==> config.mk <==
export PLATFORM = sky130hd
export DESIGN_NAME = sw3_serial_slave
export DESIGN_NICKNAME = d
export VERILOG_FILES = /design/src/rtl/sw3_pkg.sv /design/src/rtl/sw3_sync.sv /design/src/rtl/sw3_edge.sv /design/src/rtl/sw3_frame.sv /design/src/rtl/sw3_serial_slave.sv
export SDC_FILE = /design/constraint.sdc
export NUM_CORES = 1
export LEC_CHECK = 0
export ABC_AREA = 1
export BUFFER_PORTS_ARGS = -buffer_cell sky130_fd_sc_hd__buf_2
export CAP_MARGIN = 30
export CORE_MARGIN = 2
export CORE_UTILIZATION = 30
export CTS_BUF_LIST = sky130_fd_sc_hd__clkbuf_8 sky130_fd_sc_hd__clkbuf_16
export DETAILED_ROUTE_END_ITERATION = 12
export SKIP_CTS_REPAIR_TIMING = 1
export SYNTH_ARGS = -nofsm -noshare
export SYNTH_HDL_FRONTEND = slang
export SYNTH_HIERARCHICAL = 1
export SYNTH_SLANG_ARGS = --single-unit
==> constraint.sdc <==
create_clock -name clk -period 1.41 [get_ports clk]
set_clock_uncertainty 0.05 [all_clocks]
set_input_delay 0.2115 -clock clk [delete_from_list [all_inputs] [get_ports clk]]
set_output_delay 0.2115 -clock clk [all_outputs]
set_load 0.01 [all_outputs]
==> src/rtl/sw3_pkg.sv <==
package sw3_pkg;
  localparam logic [1:0] ACC_WRITE = 2'b01;
  localparam logic [1:0] ACC_READ  = 2'b10;
endpackage

==> src/rtl/sw3_sync.sv <==
module sw3_sync #(
  parameter int W      = 1,
  parameter int STAGES = 2
) (
  input  logic         clk,
  input  logic         rst_n,
  input  logic [W-1:0] d,
  output logic [W-1:0] q
);
  logic [STAGES-1:0][W-1:0] stg;

  always_ff @(posedge clk or negedge rst_n) begin
    if (!rst_n) begin
      stg <= '0;
    end else begin
      stg[0] <= d;
      for (int s = 1; s < STAGES; s++) stg[s] <= stg[s-1];
    end
  end

  assign q = stg[STAGES-1];
endmodule

==> src/rtl/sw3_edge.sv <==
module sw3_edge (
  input  logic clk,
  input  logic rst_n,
  input  logic lvl,
  output logic rise,
  output logic fall
);
  logic prev;

  always_ff @(posedge clk or negedge rst_n) begin
    if (!rst_n) prev <= 1'b0;
    else        prev <= lvl;
  end

  assign rise = lvl & ~prev;
  assign fall = ~lvl & prev;
endmodule

==> src/rtl/sw3_frame.sv <==
module sw3_frame
  import sw3_pkg::*;
#(
  parameter int AW = 6,
  parameter int DW = 8
) (
  input  logic          clk,
  input  logic          rst_n,
  input  logic          cs_s,
  input  logic          sdi_s,
  input  logic          sclk_rise,
  input  logic          sclk_fall,
  input  logic [DW-1:0] rd_data,
  output logic [AW-1:0] reg_addr,
  output logic [DW-1:0] wr_data,
  output logic          wr_en,
  output logic          sdo,
  output logic          sdo_oe
);
  localparam int CW   = 2;
  localparam int FW   = AW + CW + DW;
  localparam int CNTW = $clog2(FW + 1);
  localparam logic [CNTW-1:0] LAST_A = CNTW'(AW - 1);
  localparam logic [CNTW-1:0] LAST_C = CNTW'(AW + CW - 1);
  localparam logic [CNTW-1:0] LAST_F = CNTW'(FW - 1);

  logic [CNTW-1:0] bit_cnt;
  logic [DW-1:0]   sh_in;
  logic [DW-1:0]   rd_sh;
  logic [CW-1:0]   acc_q;
  logic [CW-1:0]   acc_now;
  logic            rd_mode;

  assign acc_now = {sh_in[CW-2:0], sdi_s};

  always_ff @(posedge clk or negedge rst_n) begin
    if (!rst_n) begin
      bit_cnt  <= '0;
      sh_in    <= '0;
      rd_sh    <= '0;
      acc_q    <= '0;
      rd_mode  <= 1'b0;
      reg_addr <= '0;
      wr_data  <= '0;
      wr_en    <= 1'b0;
      sdo      <= 1'b0;
      sdo_oe   <= 1'b0;
    end else begin
      wr_en <= 1'b0;
      if (!cs_s) begin
        bit_cnt <= '0;
        rd_mode <= 1'b0;
        sdo_oe  <= 1'b0;
      end else begin
        if (sclk_rise && rd_mode) begin
          sdo    <= rd_sh[DW-1];
          rd_sh  <= {rd_sh[DW-2:0], 1'b0};
          sdo_oe <= 1'b1;
        end
        if (sclk_fall) begin
          sh_in <= {sh_in[DW-2:0], sdi_s};
          if (bit_cnt == LAST_A) reg_addr <= {sh_in[AW-2:0], sdi_s};
          if (bit_cnt == LAST_C) begin
            acc_q <= acc_now;
            if (acc_now == ACC_READ) begin
              rd_mode <= 1'b1;
              rd_sh   <= rd_data;
            end
          end
          if (bit_cnt == LAST_F) begin
            bit_cnt <= '0;
            rd_mode <= 1'b0;
            sdo_oe  <= 1'b0;
            if (acc_q == ACC_WRITE) begin
              wr_en   <= 1'b1;
              wr_data <= {sh_in[DW-2:0], sdi_s};
            end
          end else begin
            bit_cnt <= bit_cnt + 1'b1;
          end
        end
      end
    end
  end
endmodule

==> src/rtl/sw3_serial_slave.sv <==
module sw3_serial_slave #(
  parameter int AW     = 6,
  parameter int DW     = 8,
  parameter int STAGES = 2
) (
  input  logic          clk,
  input  logic          rst_n,
  input  logic          cs,
  input  logic          sclk,
  input  logic          sdi,
  input  logic [DW-1:0] rd_data,
  output logic [AW-1:0] reg_addr,
  output logic [DW-1:0] wr_data,
  output logic          wr_en,
  output logic          sdo,
  output logic          sdo_oe,
  output logic          cs_active
);
  logic cs_s, sclk_s, sdi_s;
  logic sclk_rise, sclk_fall;

  sw3_sync #(.W(3), .STAGES(STAGES)) i_sync (
    .clk(clk), .rst_n(rst_n),
    .d({cs, sclk, sdi}), .q({cs_s, sclk_s, sdi_s})
  );

  sw3_edge i_sclk_edge (
    .clk(clk), .rst_n(rst_n), .lvl(sclk_s),
    .rise(sclk_rise), .fall(sclk_fall)
  );

  sw3_frame #(.AW(AW), .DW(DW)) i_frame (
    .clk(clk), .rst_n(rst_n), .cs_s(cs_s), .sdi_s(sdi_s),
    .sclk_rise(sclk_rise), .sclk_fall(sclk_fall), .rd_data(rd_data),
    .reg_addr(reg_addr), .wr_data(wr_data), .wr_en(wr_en),
    .sdo(sdo), .sdo_oe(sdo_oe)
  );

  always_ff @(posedge clk or negedge rst_n) begin
    if (!rst_n) cs_active <= 1'b0;
    else        cs_active <= cs_s;
  end
endmodule

# Yosys cells after proc, flatten, opt, wreduce, memory -nomap -nowiden
# Index checks and enable logic that the tools add are counted.
totals:
  out_inout_bits: 18
  regBits: 48
  elab_cells: 54
  input_bits: 13
op_classes:
  add_sub_neg: 1
  n_eq_ne: 8
  muxes: 20
  n_bitwise: 4
  reduce_logical: 7
op_table:
  columns: ["cell", "n"]
  rows:
  - ["two-way mux 8 bit", 4]
  - ["two-way mux 5 bit", 3]
  - ["two-way mux 1 bit", 13]
  - ["== test 5 x 3 -> 1 bit, second input constant", 2]
  - ["AND reduction 3 bit", 3]
  - ["inequality test 3 x 1 -> 1 bit, second input constant", 2]
  - ["adder 5 x 1 -> 5 bit, second input constant", 1]
  - ["== test 5 x 4 -> 1 bit, second input constant", 1]
  - ["AND reduction 2 bit", 2]
  - ["AND reduction 4 bit", 1]
  - ["bitwise AND 1 bit", 2]
  - ["== test 2 x 1 -> 1 bit, second input constant", 1]
  - ["== test 2 bit, second input constant", 1]
  - ["inequality test 2 x 1 -> 1 bit, second input constant", 1]
  - ["NOT 1 bit", 2]
  - ["logical AND 1 bit", 1]

# Longest topological paths before layout
logic_depth:
  word_depth: 7
  mapped_depth: 11
  mapped_depth_nobuf: 10

# Hierarchy
# Netlist, hierarchy kept.
modules_own_cells:
  columns: ["mod", "area_per_inst_um2", "n_inst", "seq_area_each_um2", "cells_each"]
  rows:
  - ["sw3_frame", 1916.8, 1, 1001.0, 222]
  - ["sw3_sync", 172.7, 1, 150.1, 9]
  - ["sw3_edge", 40.0, 1, 25.0, 5]
  - ["sw3_serial_slave", 25.0, 1, 25.0, 1]

# Worst setup path after synthesis
# No wires, ideal clock.
synth_timing:
  kind: "reg2reg"
  start: "reg i_sync.stg, in the netlist i_sync/q[1]"
  end: "reg i_frame.wr_data[5]"
  stages_incl_launch_ff: 9
  period_less_slack_ns: 1.507
  arrival_ns: 1.338
  path_slack_ns: -0.097
  setup_ns: 0.119
  path_buffers: 2
  t_required_ns: 1.241
  cell_sequence: "dfrtp_1 buf_4 nor2_1 nand2_4 nor3b_2 nand2_2 buf_6 nand2_2 o21ai_2"
synth_via:
  elab_chain_len: 3
synth_lines:
  columns: ["element", "line_no", "source"]
  rows:
  - ["from (decl)", "sw3_sync.sv:10", "logic [STAGES-1:0][W-1:0] stg;"]
  - ["NOT 1 bit", "sw3_edge.sv:16", "assign fall = ~lvl & prev;"]
  - ["bitwise AND 1 bit", "sw3_edge.sv:16", null]
  - ["named net sclk_fall", "sw3_serial_slave.sv:20", "logic sclk_rise, sclk_fall;"]
  - ["AND reduction 4 bit (no line)", null, null]
  - ["to (signal assigned)", "sw3_frame.sv:76", "wr_data <= {sh_in[DW-2:0], sdi_s};"]
  - ["to (decl)", "sw3_frame.sv:15", "output logic [DW-1:0] wr_data,"]
# The timed path passes the listed nets, and every way through them passes these cells.
# A chain may end at the register's enable or synchronous reset.

# Worst setup path after layout
# Ends and elaborated chain as after synthesis.

==> results.yml <==
critical_path:
  end_kind: "flip-flop"
  reg2reg_slack_ps: 10
  critical_path_buf_inv_count: 1
  cp_slowest_cell: "dfrtp_1"
  worstPathMaxFanout: 8
  crit_chain: "nor2_4 -> nand2_4 -> nor3b_4 -> nand2_4 -> clkbuf_16 -> nand2_4 -> o21ai_2"
  critPathMaxStageDelay_ps: 430
  cp_top_family: "simple AND/OR/NAND/NOR gates"
  crit_top_cell: "nand2_4"
  cp.arrival_ps: 1550
  required_ps: 1560
  start_kind: "flip-flop"
  crit_type: "flip-flop to flip-flop"
timing:
  rsz0062_at_grt: "yes"
  fin_crit_sh: 0.9913
  clock.fmax_mhz: 715.4
  worst-slew-pin-transition_ps: 333.1
  finalHoldViolations: 0
  period_minus_slack_ps: 1398
  finalSetupViolations: 0
  fin_ws_ps: 12.27
  drv_slew: 0
  slew_headroom: 0.7779
worst_hold_path:
  hold_class: "input port to flip-flop"
status:
  status: "finished, final reports clean"
logic_synthesis:
  ys_seq_elements: 48
  synth_top_flop_cell: "dfrtp_1"
  ys_warn_count: 6
  yosysMostFrequentCell: "nand2_1"
  syn_avg_cell_area_sq_um: 9.091
  yosysSeqAreaShare: 0.5575
  synth_top_area_share: 0.5575
  synthesis.nets: 252
  yosysTopAreaCell: "dfrtp_1"
  netlist_instances: 237
  async_reset_ff_frac: 1.000
  synth.area.top_cells: "dfrtp_1 (56%), nand2_1 (12%), inv_1 (5.7%)"
  yosys-top-cells-count: "nand2_1 (69), dfrtp_1 (48), inv_1 (33), o21ai_2 (13), o21ai_0 (11)"
  synth.distinct_cells: 27
  synth_edf_count: 0
  synth_area_sq_mm: 0.002155
detailed_routing:
  drcViolationCount: 0
  antenna_left: 0
  viasPerCell: 4.273
  firstDrtPassIters: 4
  routed_wl_um: 4384
  drt_iter0_drc: 100
  routedWlPerCell_um: 11.42
  vias: 1641
grt:
  grt_max_degree: 49
  antenna_found_initial: 0
  use_met3: 0.03265
  busiest_layer: "met2"
  grt_pass1_vias: 1491
  met1_usage: 0.1580
  grt_use_total: 0.1144
  grt-ovfl-total: 0
  grt_util_met2: 0.1737
  grt_pass1_wl_um: 6879
clock_tree:
  cts_sinks: 48
  cts_root_buf: "clkbuf_8"
  numCtsBuffers: 5
  worstSkewPairLatency_ps: 300
  clk_pin_slew_worst_paths_ps: 90
  htree_levels: 2
  clock_path_buffers: 2
  cts_tree: "built"
floorplan:
  initial_core_util: 0.3137
  ioPinCount: 31
  fp-row-count: 30
  core_sq_mm: 0.006869
  dieHeight_um: 88.75
  die_w_um: 88.75
  dieArea_sq_mm: 0.007876
layout:
  num-nets-final: 302
  final_core_util: 0.3995
  diodes: 0
  area_growth_pct: 27.35
  drive_gt1_frac: 0.3403
  n_fill_cell: 694
job:
  drv_cap: 0
place:
  dp_hpwl_um: 2880
  place_congestion: 0.8268
  io_buffers: 30
  detailedPlace.worstSlack_ps: 2.743
power_and_ir_drop:
  ir_drop_mv: 0.4141
  leakagePower_nw: 1.446
  p_per_area_mw_per_mm2: 996.8
cell families after synthesis:
kind of cell | Yosys count | synth area share
flops | 48 | 0.5575
buf+inv | 46 | 0.09698
simple gates | 108 | 0.2282
mux | 1 | 0.005226
compound gates | 31 | 0.09640
fa+ha+maj | 2 | 0.01161
xor+xnor | 1 | 0.004066
layer usage:
layer	share of wire	vias to the layer above
li1	-	842
met3	0.035	6
met5	0	-
met1	0.49	775
met2	0.46	18
met4	0.013	0
placed cells by master, fill, tap and decap left out, drive strengths merged:
master and n:
nand2 74, dfrtp 48, buf 48, inv 36
o21ai 24, nand3 12, nor2 11, nand4 8
clkbuf 6, a21oi 5, dlygate4sd3 4, clkinv 3
ha 2, nor3b 1, mux2 1, a211oi 1
nand3b 1, xnor2 1, nor3 1, o22ai 1
registers in the layout, indices dropped and copies added, names as in the netlist, 2 cells and up:
signal	flops
i_frame/acc_q	2
i_frame/bit_cnt	5
i_frame/rd_sh	8
i_frame/reg_addr	6
i_frame/sh_in	7
i_frame/wr_data	8
i_sync/q	3
i_sync/stg	3
layout make-up:
class / count / area, sq um / share of cell area
multi-input combinational: 143 / 820.8 / 0.2991
clock buffer: 5 / 68.82 / 0.02508
sequential: 48 / 1201 / 0.4378
timing repair buffer: 53 / 379.1 / 0.1382
tap: 96 / 120.1 / 0.04378
clock inverter: 3 / 18.77 / 0.006840
inverter: 36 / 135.1 / 0.04925
final timing paths:
check                                         from                              to  depth (start not counted)
setup / recovery             i_sync/q[1]$_DFF_PN0_  i_frame/wr_data[5]$_DFFE_PN0P_                          7
hold / removal                          rd_data[0]    i_frame/rd_sh[0]$_DFFE_PN0P_                          4
setup reg to reg             i_sync/q[1]$_DFF_PN0_  i_frame/wr_data[5]$_DFFE_PN0P_                          7
hold reg to reg            i_sync/stg[2]$_DFF_PN0_           i_sync/q[2]$_DFF_PN0_                          0
max in group asynchronous                    rst_n  i_frame/bit_cnt[4]$_DFFE_PN0P_                          3
min in group asynchronous                    rst_n  i_frame/wr_data[3]$_DFFE_PN0P_                          3
through the flow:
| stage | total power [mW] | cell area [sq um] | setup TNS [ps] | hold WS, ps | std cells |
|---|---|---|---|---|---|
| after floorplan | 1.791 | 2162 | 0 | -134.1 | 237 |
| after global placement | 1.924 | 2496 | 0 | 168.8 | 368 |
| after detailed placement | 1.930 | 2496 | 0 | 171.3 | 368 |
| after CTS | 2.752 | 2584 | -17.35 | -161.5 | 376 |
| after global routing | 2.918 | 2744 | -654.0 | 197.7 | 384 |
| final | 2.735 | 2744 | 0 | 165.4 | 384 |
power breakdown:
part	switching (mW)	total, mW	internal [mW]
combinational	0.226	0.381	0.155
clock	0.459	0.805	0.346
sequential	0.0683	1.55	1.48
total	0.753	2.74	1.98
worst reg2reg max path, cell delays in order, from the launching register on:
cell and delay, ps:
dfrtp_1 430, nor2_4 150, nand2_4 80, nor3b_4 230
nand2_4 90, clkbuf_16 170, nand2_4 60, o21ai_2 40
Note: power is estimated with default switching activity, not from simulation.
